### config.mk
export PLATFORM = sky130hd
export DESIGN_NAME = tone_log_map
export DESIGN_NICKNAME = d
export VERILOG_FILES = /design/src/rtl/tone_log_map_pkg.sv /design/src/rtl/tone_log_map_stats.sv /design/src/rtl/tone_log_map_norm.sv /design/src/rtl/tone_log_map_scale.sv /design/src/rtl/tone_log_map.sv
export SDC_FILE = /design/constraint.sdc
export NUM_CORES = 1
export LEC_CHECK = 0
export BUFFER_PORTS_ARGS = -buffer_cell sky130_fd_sc_hd__buf_2
export CELL_PAD_IN_SITES_DETAIL_PLACEMENT = 0
export CELL_PAD_IN_SITES_GLOBAL_PLACEMENT = 1
export CORE_MARGIN = 2
export CORE_UTILIZATION = 45
export CTS_CLUSTER_DIAMETER = 50
export DETAILED_ROUTE_END_ITERATION = 16
export PLACE_DENSITY_LB_ADDON = 0.12
export SLEW_MARGIN = 20
export SYNTH_ARGS = -nofsm -noshare
export SYNTH_HDL_FRONTEND = slang
export SYNTH_SLANG_ARGS = --single-unit
### constraint.sdc
create_clock -name clk -period 96.8 [get_ports clk]
set_clock_uncertainty 0.15 [all_clocks]
set_input_delay 14.52 -clock clk [delete_from_list [all_inputs] [get_ports clk]]
set_output_delay 14.52 -clock clk [all_outputs]
set_load 0.01 [all_outputs]
### src/rtl/tone_log_map_pkg.sv
package tone_log_map_pkg;
  // framing markers that travel alongside each sample
  typedef struct packed {
    logic vld;
    logic sof;
    logic eof;
  } tlm_mark_t;

  localparam tlm_mark_t TLM_IDLE = '{vld: 1'b0, sof: 1'b0, eof: 1'b0};
endpackage

### src/rtl/tone_log_map_stats.sv
module tone_log_map_stats
  import tone_log_map_pkg::*;
#(
  parameter int unsigned LOG_W   = 12,
  parameter int unsigned INIT_LO = 0,
  parameter int unsigned INIT_HI = (1 << LOG_W) - 1
) (
  input  logic             clk,
  input  logic             rst_n,
  input  tlm_mark_t        mark,
  input  logic [LOG_W-1:0] pix,
  output logic [LOG_W-1:0] act_lo,
  output logic [LOG_W-1:0] act_hi
);
  logic [LOG_W-1:0] run_lo, run_hi;
  logic [LOG_W-1:0] run_lo_nx, run_hi_nx;
  logic             run_en, latch_en;

  // next running extremes
  always_comb begin
    run_lo_nx = run_lo;
    run_hi_nx = run_hi;
    if (mark.sof) begin
      run_lo_nx = pix;
      run_hi_nx = pix;
    end else begin
      if (pix < run_lo) run_lo_nx = pix;
      if (pix > run_hi) run_hi_nx = pix;
    end
  end

  assign run_en   = mark.vld;
  assign latch_en = mark.vld & mark.eof;

  always_ff @(posedge clk or negedge rst_n) begin
    if (!rst_n) begin
      run_lo <= LOG_W'(INIT_LO);
      run_hi <= LOG_W'(INIT_HI);
    end else if (run_en) begin
      run_lo <= run_lo_nx;
      run_hi <= run_hi_nx;
    end
  end

  // bounds handed to the next frame
  always_ff @(posedge clk or negedge rst_n) begin
    if (!rst_n) begin
      act_lo <= LOG_W'(INIT_LO);
      act_hi <= LOG_W'(INIT_HI);
    end else if (latch_en) begin
      act_lo <= run_lo_nx;
      act_hi <= run_hi_nx;
    end
  end
endmodule

### src/rtl/tone_log_map_norm.sv
module tone_log_map_norm
  import tone_log_map_pkg::*;
#(
  parameter int unsigned LOG_W = 12
) (
  input  logic             clk,
  input  logic             rst_n,
  input  tlm_mark_t        in_mark,
  input  logic [LOG_W-1:0] in_pix,
  input  logic [LOG_W-1:0] lo,
  input  logic [LOG_W-1:0] hi,
  output tlm_mark_t        q_mark,
  output logic [LOG_W-1:0] q_diff,
  output logic [LOG_W-1:0] q_span,
  output logic             q_flat
);
  logic [LOG_W-1:0] diff_nx, span_nx;
  logic             flat_nx;
  logic             d_en;

  // offset from the low bound, clamped into [0, span]
  always_comb begin
    flat_nx = (hi <= lo);
    span_nx = flat_nx ? '0 : (hi - lo);
    if (flat_nx || (in_pix <= lo)) diff_nx = '0;
    else if (in_pix >= hi)         diff_nx = span_nx;
    else                           diff_nx = in_pix - lo;
  end

  assign d_en = in_mark.vld;

  always_ff @(posedge clk or negedge rst_n) begin
    if (!rst_n) q_mark <= TLM_IDLE;
    else        q_mark <= in_mark;
  end

  always_ff @(posedge clk or negedge rst_n) begin
    if (!rst_n) begin
      q_diff <= '0;
      q_span <= '0;
      q_flat <= 1'b1;
    end else if (d_en) begin
      q_diff <= diff_nx;
      q_span <= span_nx;
      q_flat <= flat_nx;
    end
  end
endmodule

### src/rtl/tone_log_map_scale.sv
module tone_log_map_scale
  import tone_log_map_pkg::*;
#(
  parameter int unsigned LOG_W = 12,
  parameter int unsigned OUT_W = 8
) (
  input  logic             clk,
  input  logic             rst_n,
  input  tlm_mark_t        in_mark,
  input  logic [LOG_W-1:0] in_diff,
  input  logic [LOG_W-1:0] in_span,
  input  logic             in_flat,
  output tlm_mark_t        q_mark,
  output logic [OUT_W-1:0] q_pix
);
  localparam int unsigned PW = LOG_W + OUT_W;
  localparam logic [PW-1:0] DMAX_P = PW'((1 << OUT_W) - 1);

  tlm_mark_t        m_mark;
  logic [PW-1:0]    m_prod, m_prod_nx;
  logic [LOG_W-1:0] m_span;
  logic             m_flat;
  logic [PW-1:0]    div_den, quo;
  logic [OUT_W-1:0] pix_nx;

  // multiply by the display range
  assign m_prod_nx = PW'(in_diff) * DMAX_P;

  always_ff @(posedge clk or negedge rst_n) begin
    if (!rst_n) m_mark <= TLM_IDLE;
    else        m_mark <= in_mark;
  end

  always_ff @(posedge clk or negedge rst_n) begin
    if (!rst_n) begin
      m_prod <= '0;
      m_span <= '0;
      m_flat <= 1'b1;
    end else if (in_mark.vld) begin
      m_prod <= m_prod_nx;
      m_span <= in_span;
      m_flat <= in_flat;
    end
  end

  // divide by span, guard flat bounds, clamp to display range
  always_comb begin
    div_den = m_flat ? PW'(1) : PW'(m_span);
    quo     = m_prod / div_den;
    if (m_flat)            pix_nx = '0;
    else if (quo > DMAX_P) pix_nx = OUT_W'(DMAX_P);
    else                   pix_nx = quo[OUT_W-1:0];
  end

  always_ff @(posedge clk or negedge rst_n) begin
    if (!rst_n) q_mark <= TLM_IDLE;
    else        q_mark <= m_mark;
  end

  always_ff @(posedge clk or negedge rst_n) begin
    if (!rst_n)          q_pix <= '0;
    else if (m_mark.vld) q_pix <= pix_nx;
  end
endmodule

### src/rtl/tone_log_map.sv
module tone_log_map
  import tone_log_map_pkg::*;
#(
  parameter int unsigned LOG_W   = 12,
  parameter int unsigned OUT_W   = 8,
  parameter int unsigned INIT_LO = 0,
  parameter int unsigned INIT_HI = (1 << LOG_W) - 1
) (
  input  logic             clk,
  input  logic             rst_n,
  input  logic             in_valid,
  input  logic             in_sof,
  input  logic             in_eof,
  input  logic [LOG_W-1:0] in_pix,
  output logic             out_valid,
  output logic             out_sof,
  output logic             out_eof,
  output logic [OUT_W-1:0] out_pix
);
  tlm_mark_t        in_mark, n_mark, s_mark;
  logic [LOG_W-1:0] stat_lo, stat_hi;
  logic [LOG_W-1:0] n_diff, n_span;
  logic             n_flat;

  // markers only count on valid cycles
  assign in_mark = '{vld: in_valid, sof: in_valid & in_sof, eof: in_valid & in_eof};

  tone_log_map_stats #(.LOG_W(LOG_W), .INIT_LO(INIT_LO), .INIT_HI(INIT_HI)) stats_i (
    .clk(clk), .rst_n(rst_n), .mark(in_mark), .pix(in_pix),
    .act_lo(stat_lo), .act_hi(stat_hi)
  );

  tone_log_map_norm #(.LOG_W(LOG_W)) norm_i (
    .clk(clk), .rst_n(rst_n), .in_mark(in_mark), .in_pix(in_pix),
    .lo(stat_lo), .hi(stat_hi),
    .q_mark(n_mark), .q_diff(n_diff), .q_span(n_span), .q_flat(n_flat)
  );

  tone_log_map_scale #(.LOG_W(LOG_W), .OUT_W(OUT_W)) scale_i (
    .clk(clk), .rst_n(rst_n), .in_mark(n_mark), .in_diff(n_diff),
    .in_span(n_span), .in_flat(n_flat),
    .q_mark(s_mark), .q_pix(out_pix)
  );

  assign out_valid = s_mark.vld;
  assign out_sof   = s_mark.sof;
  assign out_eof   = s_mark.eof;
endmodule

Word level (Yosys, flattened, before mapping)
Cells that the tools add are included.
{ "classes": {"addsub": 2, "n_mul": 1, "div_mod_pow": 1, "n_lt_le_gt_ge": 6, "muxes": 10, "bitwise_logic": 3, "reduce_logical": 1} }
{ "ops": {"columns": ["operator", "count"], "rows": [
  ["$mux W12", 8],
  ["$le A12 B12 Y1", 2],
  ["$sub A12 B12 Y12", 2],
  ["$div A20 B20 Y20", 1],
  ["$gt A20 B8 Y1 const B", 1],
  ["$mul A12 B8 Y20 const B", 1],
  ["$mux W8", 2],
  ["$ge A12 B12 Y1", 1],
  ["$gt A12 B12 Y1", 1],
  ["$lt A12 B12 Y1", 1],
  ["$and A1 B1 Y1", 3],
  ["$logic_or A1 B1 Y1", 1]
]} }
{ "word_totals": {"regBits": 123, "input_bits": 17, "out_inout_bits": 11, "wordCells": 44} }

Depth between registers and ports, before layout
Gate-level depths: netlist of run 1.
{ "logic_depth": {"ltp_word": 5, "mapped_depth": 210, "depth_no_buf": 196} }

Cells and area by module
A second synthesis of run 1 with hierarchy kept.
{ "hier_totals": {"cells_unflattened": 2241, "hier_area_um2": 18793.0} }
{ "modules_own_cells": {"columns": ["mod", "instances", "cells_each", "area_per_inst_um2", "seq_area_each_um2"], "rows": [
  ["tone_log_map_scale", 1, 1667, 13395.3, 1177.4],
  ["tone_log_map_stats", 1, 259, 2765.2, 1231.2],
  ["tone_log_map_norm", 1, 313, 2620.0, 701.9],
  ["tone_log_map", 1, 2, 12.5, 0.0]
]} }

Worst setup path after synthesis of run 1
No wires, ideal clock.
{ "synth_timing": {"kind": "register to register", "from": "register scale_i.m_flat", "to": "register scale_i.q_pix[0]", "setup_ns": 0.129, "arrival_time_ns": 40.335, "required_ns": 96.521, "path_slack_ns": 56.186, "stages_incl_launch_ff": 201, "path_buffers": 19, "period_less_slack_ns": 40.614, "path_cell_list": "dfstp_2 > buf_2 > buf_2 > inv_1 > clkbuf_1 > nand2_1 > ha_1 > o21a_1 > o21ai_0 > or3_1 > nand2_1 > ha_1 > o211a_1 > o21ai_0 > nor2_1 > mux2_2 > ha_1 > a41oi_1 > [... 165 more ...] > o21a_1 > o21ai_0 > nand2b_1 > a21oi_1 > nor2b_1 > o21ai_0 > nand2b_1 > a21oi_1 > nor2b_1 > o21ai_0 > nand2b_1 > a21oi_1 > nor2b_1 > o21ai_0 > and4b_1 > nand3b_1 > o31ai_1 > o21ai_1"} }
{ "synth_between": {"elab_chain_cells": 5} }
{ "synth_lines": {"columns": ["element", "line_no", "rtl"], "rows": [
  ["from (decl)", "tone_log_map_scale.sv:22", "logic m_flat;"],
  ["from (signal assigned)", "tone_log_map_scale.sv:42", "m_flat <= in_flat;"],
  ["$mux W12", "tone_log_map_scale.sv:48", "div_den = m_flat ? PW'(1) : PW'(m_span);"],
  ["$div A20 B20 Y20", "tone_log_map_scale.sv:49", "quo = m_prod / div_den;"],
  ["$gt A20 B8 Y1", "tone_log_map_scale.sv:51", "else if (quo > DMAX_P) pix_nx = OUT_W'(DMAX_P);"],
  ["$mux W8", "tone_log_map_scale.sv:51", null],
  ["$mux W8 *", "tone_log_map_scale.sv:50", "if (m_flat) pix_nx = '0;"],
  ["to (signal assigned)", "tone_log_map_scale.sv:62", "else if (m_mark.vld) q_pix <= pix_nx;"],
  ["to (decl)", "tone_log_map_scale.sv:14", "output logic [OUT_W-1:0] q_pix"]
]} }
Every way passes the cells marked *; elsewhere a longest branch is shown, timed or not.
A chain may end at the register's enable or synchronous reset.

Worst setup path in the final report of run 1
{ "layout_timing": {"from": "register scale_i.m_span[11]", "to": "register scale_i.q_pix[0]"} }
{ "layout_between": {"elab_chain_cells": 5} }
{ "layout_lines": {"columns": ["element", "line_no", "rtl"], "rows": [
  ["from (decl)", "tone_log_map_scale.sv:21", "logic [LOG_W-1:0] m_span;"],
  ["from (signal assigned)", "tone_log_map_scale.sv:41", "m_span <= in_span;"],
  ["$mux W12 *", "tone_log_map_scale.sv:48", null],
  ["$div A20 B20 Y20 *", "tone_log_map_scale.sv:49", null],
  ["$gt A20 B8 Y1", "tone_log_map_scale.sv:51", null],
  ["$mux W8 *", "tone_log_map_scale.sv:51", null],
  ["$mux W8 *", "tone_log_map_scale.sv:50", null]
]} }
Marks and branches as above.

==> metrics.txt, run 1 <==
grt ovf=0; Final Cycle Share=0.4883; Worst path top cell family by delay=compound AO/OA/AOI/OAI gates; register area share after synthesis=0.1697; type of element capturing the critical path=register; Compound-Gate Fraction of Synth Area=0.2388; proportion of synthesized area in mux cells=0.08603; antenna violations before repair=0; # clock sinks=123; max-cap violations=0; CTS tree=done; Total Wirelength=50.92 mm; Diodes inserted=0; Post-synth EDFFs=0; drt wl/cell=18.84 um; drt drc=0; Startpoint Class=register; H-tree depth=4; RSZ-0062 raised after global routing=false; Slowest cell on crit path=nor4_2; sum of negative setup slack=0 ns; Synth top area share=0.1823; post-DP HPWL=40.42 mm; io pins=28; synth warn=0; Avg Synthesized Cell Area=8.480 um2; Placement Cell Area=19,040 um2; Post-CTS Setup Inserts=0; Layout Nets=2,501; starting density of the core=0.4581; CP most frequent cell=o21a_1; Synth Area in XOR/XNOR=0.05879; maximum clock frequency=21.16 MHz; flops & latches, synth=123; Clk pin slew, worst setup/hold paths=0.06 ns; Hold Path Class=reg -> reg; simple-gate share of the synthesized area=0.1553; Max clock buf depth=2; adder-cell share of the synthesized area=0.2391; Fin. Hold Viols=0; Cells after Synth=2,161; Synth cell types=101; Critical Path Max Stage Delay=0.98 ns; share of cells above drive strength 1=0.1244; CP required=96.95 ns; number of global-route vias before repair=15.67k; Synth-to-Final Area Change=7.299%; worst slew pin tran=1.120 ns; Die X-Extent=205.8 um; final instance area=19,660 um2; crit path time final=47.27 ns; Die Y=205.8 um; Slew HR=0.2469; GRT Overall Usage=0.2470; top cells by area, synth=ha_1 (18%), dfrtp_1 (13%), mux2_2 (6.1%), fa_1 (5.7%), a21oi_1 (4.4%); Vias=15.93k; core area=40,010 um2; CP Max Fanout=23; status=finished clean; pre-CTS setup slack=49.91 ns; count leader, synth=ha_1; largest net degree at the start of global routing=76; # hold bufs at CTS=0; worst path arrival time=47.42 ns; largest family of logic cells by synthesized area=adder cells; syn nets=2,497; Die Area=42,350 um2; Num CTS Buffers=17; Root Buffer=clkbuf_16; Resize count post-CTS=0; Worst-Skew Late Latency=0.43 ns; std cell rows=73; ys flop type=dfrtp_1; DRT antenna net count=0; IO buf count=27; setup ws final=49.53 ns; CP Class=reg -> reg; first-pass GRT wire length=82.89 mm; count of final setup violators=0; ys async rst share=1.000; cell area after synthesis=18,330 um2; Final Slew Violations=0; initial DRC count=953; DR pass1 iterations=7; Buf/Inv on CP=5; Vias/cell=5.895; GPL Wtd Cong=0.8783; leading area contributor after synthesis=ha_1; commonest cells in the netlist=ha_1 (267), inv_1 (181), a21oi_1 (161), nor2_1 (152), nand2_1 (115)
-- worst register-to-register path: cells and delay by family (launching register included) --
| kind | cells | cell delay (ns) |
|---|---|---|
| flops | 1 | 0.43 |
| xor+xnor | 3 | 0.57 |
| mux | 4 | 1.43 |
| buf+inv | 5 | 0.72 |
| compound gates | 106 | 25.77 |
| simple gates | 49 | 12.11 |
| fa+ha+maj | 19 | 5.97 |
-- cell usage in the layout, fill, tap and decap left out, types with 31 or more instances in the layout --
cell type,Yosys,final
ha_1,267,267
inv_1,181,181
a21oi_1,161,161
nor2_1,152,151
nand2_1,115,115
o21ai_0,106,106
mux2_2,99,99
dfrtp_1,97,97
a21o_1,79,79
xnor2_1,79,79
nor3_1,76,75
o21a_1,58,58
fa_1,52,52
xor2_1,44,44
mux2i_1,39,39
o31ai_1,31,31
o21bai_1,31,31
nand2b_1,31,31
-- final cells by class --
type	count	area, um2
Clock buffer	22	474.2
Clock inverter	10	141.4
Fill cell	3917	20340
Inverter	181	679.4
Multi-Input combinational cell	1790	14270
Sequential cell	123	3110
Tap cell	525	656.9
Timing Repair Buffer	52	325.3
-- layer usage --
layer,vias to the layer above,share of wire,wire length (um),global-route usage
met3,73,0.034,1727,0.02566
met1,7662,0.47,23820,0.3313
met4,0,0.025,1273,0.07500
met5,-,0,0,0
li1,7887,-,-,-
met2,311,0.47,24100,0.4185
-- flip-flops by register name, indices dropped and copies added (netlist names), 8 cells and up --
register,count
norm_i.q_diff,12
norm_i.q_span,12
scale_i.m_prod,20
scale_i.m_span,12
scale_i.q_pix,8
stats_i.act_hi,12
stats_i.act_lo,12
stats_i.run_hi,12
stats_i.run_lo,12
-- through the flow --
| step | utilization | std cells | hold slack, ns |
|---|---|---|---|
| global placement | 0.4758 | 2670 | 0.1838 |
| detailed placement | 0.4758 | 2670 | 0.1863 |
| floorplan | - | 2161 | 0.1812 |
| finish | 0.4915 | 2703 | 0.1964 |
| CTS | 0.4912 | 2702 | 0.1993 |
| global route | 0.4915 | 2703 | 0.2106 |
-- logic make-up after synthesis --
| family | after synthesis |
|---|---|
| AO/OA/AOI/OAI | 641 |
| AND/OR/NAND/NOR | 565 |
| adder cells (fa/ha/maj) | 319 |
| buffers and inverters | 248 |
| multiplexers | 142 |
| XOR/XNOR | 123 |
| flip-flops | 123 |
-- path summary, 6_finish.rpt --
| kind | depth (start not counted) | startpoint | slack (ns) | endpoint |
|---|---|---|---|---|
| worst max-delay path | 186 | scale_i.m_span[11] | 49.53 | scale_i.q_pix[0] |
| worst min-delay path | 0 | norm_i.q_mark[1] | 0.20 | scale_i.m_mark[1] |
| worst max register to register | 186 | scale_i.m_span[11] | 49.53 | scale_i.q_pix[0] |
| worst min register to register | 0 | norm_i.q_mark[1] | 0.20 | scale_i.m_mark[1] |
| max in group asynchronous | 2 | rst_n | 81.11 | scale_i.m_span[4] |
| min in group asynchronous | 1 | rst_n | 13.96 | stats_i.run_lo[8] |
Power of run 1 is not shown: default switching activity piles up to over one toggle a cycle in this logic, so the estimate is an artifact.
==> run 2: changes to the inputs <==
==> constraint.sdc (replaced) <==
create_clock -name clk -period 38.4 [get_ports clk]
set_clock_uncertainty 0.15 [all_clocks]
set_input_delay 5.76 -clock clk [delete_from_list [all_inputs] [get_ports clk]]
set_output_delay 5.76 -clock clk [all_outputs]
set_load 0.01 [all_outputs]
==> metrics.txt, run 2 (synthesis results as in run 1) <==
# clock sinks=123 (unchanged); IO buf count=27 (unchanged); core area=40,010 um2 (unchanged); H-tree depth=4 (unchanged); initial DRC count=844 (-11%); Vias=16.60k (+4.2%); grt ovf=0 (unchanged); commonest non-fill, non-tap cell in the layout=ha_1; post-DP HPWL=42.15 mm (+4.3%); Worst-Skew Late Latency=0.42 ns (about the same); max-cap violations=0 (unchanged); Die X-Extent=205.8 um (unchanged); std cell rows=73 (unchanged); met3 routed WL=1.532 mm (-11%); reg-to-reg slack, setup=1.75 ns (-47.78 ns); Top reg by flops=scale_i.m_prod; share of cells above drive strength 1=0.2545 (+0.1301); DR pass1 iterations=5 (-2); first-pass GRT wire length=84.83 mm (+2.3%); Startpoint Class=register; worst slew pin tran=0.9137 ns (-0.2067 ns); largest net degree at the start of global routing=64 (-16%); maximum clock frequency=27.29 MHz (+29%); Layout Nets=2,653 (+6.1%); CTS tree=done; drt wl/cell=19.05 um (+1.1%); setup ws final=1.754 ns (-47.78 ns); Diodes inserted=0 (unchanged); Final Cycle Share=0.9543 (+0.4660); Synth-to-Final Area Change=20.15%; Num CTS Buffers=17 (unchanged); Clk pin slew, worst setup/hold paths=0.07 ns (about the same); pre-CTS setup slack=-1.445 ns (-51.36 ns); GPL Wtd Cong=0.9038 (+2.9%); Slew HR=0.3908 (+0.1440); CP Class=reg -> reg; final core occ=0.5504 (+0.05886); crit path capture=scale_i.q_pix[0]; number of global-route vias before repair=16.19k (+3.3%); Fin. Hold Viols=0 (unchanged); max FFs per register=20 (unchanged); FF-to-FF End=scale_i.q_pix[0]; area of the multi-input gates=15,510 um2 (+8.7%); Critical Path Max Stage Delay=0.50 ns (-0.48 ns); starting density of the core=0.4581 (unchanged); met1 WL=25.64 mm (+7.6%); drt drc=0 (unchanged); most frequent cells in the layout=ha_1 (236), inv_1 (179), buf_4 (171); number of fill cells=3,731 (-4.7%); DRT antenna net count=0 (unchanged); hold path depth=0 (unchanged); CP most frequent cell=o21a_1; Vias/cell=5.815 (-1.4%); Slowest cell on crit path=o31ai_1; WL met2=26.27 mm (+9.0%); Die Y=205.8 um (unchanged); Die Area=42,350 um2 (unchanged); Root Buffer=clkbuf_16; antenna violations before repair=0 (unchanged); Worst setup startpoint=scale_i.m_span[8]; crit path time final=36.65 ns (-10.62 ns); status=finished clean; max layer used=met4; Worst R2R Start=scale_i.m_span[8]; sum of negative setup slack=0 ns (unchanged); CP required=38.54 ns (-58.41 ns); CP Max Fanout=10 (-57%); GRT Overall Usage=0.2525 (+0.005477); Total Wirelength=54.40 mm (+6.8%); Sequential Area=3110 um2 (unchanged); Hold Path Class=reg -> reg; Max clock buf depth=2 (unchanged); Worst Reg-to-Reg Cells=195 (+4.8%); worst path arrival time=36.79 ns (-10.63 ns); Final Slew Violations=0 (unchanged); count of final setup violators=0 (unchanged); io pins=28 (unchanged); type of element capturing the critical path=register
[run 2: what timing repair did]
action	CTS	global route
cloned	0	1
buffers inserted	9	50
hold buffers	0	0
pin swaps	10	89
setup endpoints to repair	1	2
gates resized for setup	37	196
[run 2: layout make-up]
class / instances / share of cell area
inverter: 181 / 0.03086
clock inverter: 13 / 0.006024
tap: 525 / 0.02983
timing repair buffer: 203 / 0.06728
sequential: 123 / 0.1413
multi-input combinational: 1791 / 0.7046
clock buffer: 19 / 0.02012
[run 2: layer usage]
metal  up-vias  GRT usage
met2       296     0.4340
met4         0    0.05536
met5         -          0
met1      8033     0.3401
li1       8204          -
met3        68    0.02867
[run 2: worst min-delay path by stage]
stage	startpoint	endpoint	slack [ns]
floorplan	norm_i.q_mark[0]	scale_i.m_mark[0]	0.18
global placement	norm_i.q_mark[1]	scale_i.m_mark[1]	0.19
detailed placement	scale_i.m_mark[1]	scale_i.q_mark[1]	0.19
CTS	scale_i.m_mark[1]	scale_i.q_mark[1]	0.21
global route	scale_i.m_mark[0]	scale_i.q_mark[0]	0.22
finish	scale_i.m_mark[1]	scale_i.q_mark[1]	0.20
[run 2: worst max-delay path: cells and delay by family (launching register included)]
| kind | cells | cell delay [ns] |
|---|---|---|
| fa+ha+maj | 19 | 5.28 |
| xor+xnor | 3 | 0.55 |
| compound gates | 106 | 19.30 |
| buf+inv | 14 | 2.14 |
| mux | 4 | 1.10 |
| simple gates | 49 | 7.49 |
| flops | 1 | 0.44 |
[run 2: metrics by stage]
| stage | instance area, um2 | cells | hold slack [ns] |
|---|---|---|---|
| 2_1_floorplan | 18420 | 2161 | 0.1812 |
| 3_3_place_gp | 19800 | 2763 | 0.1860 |
| 3_5_place_dp | 19800 | 2763 | 0.1863 |
| 4_1_cts | 20620 | 2804 | 0.2083 |
| 5_1_grt | 22020 | 2855 | 0.2153 |
| 6_report | 22020 | 2855 | 0.2029 |
Power of run 2 is left out for the same reason.
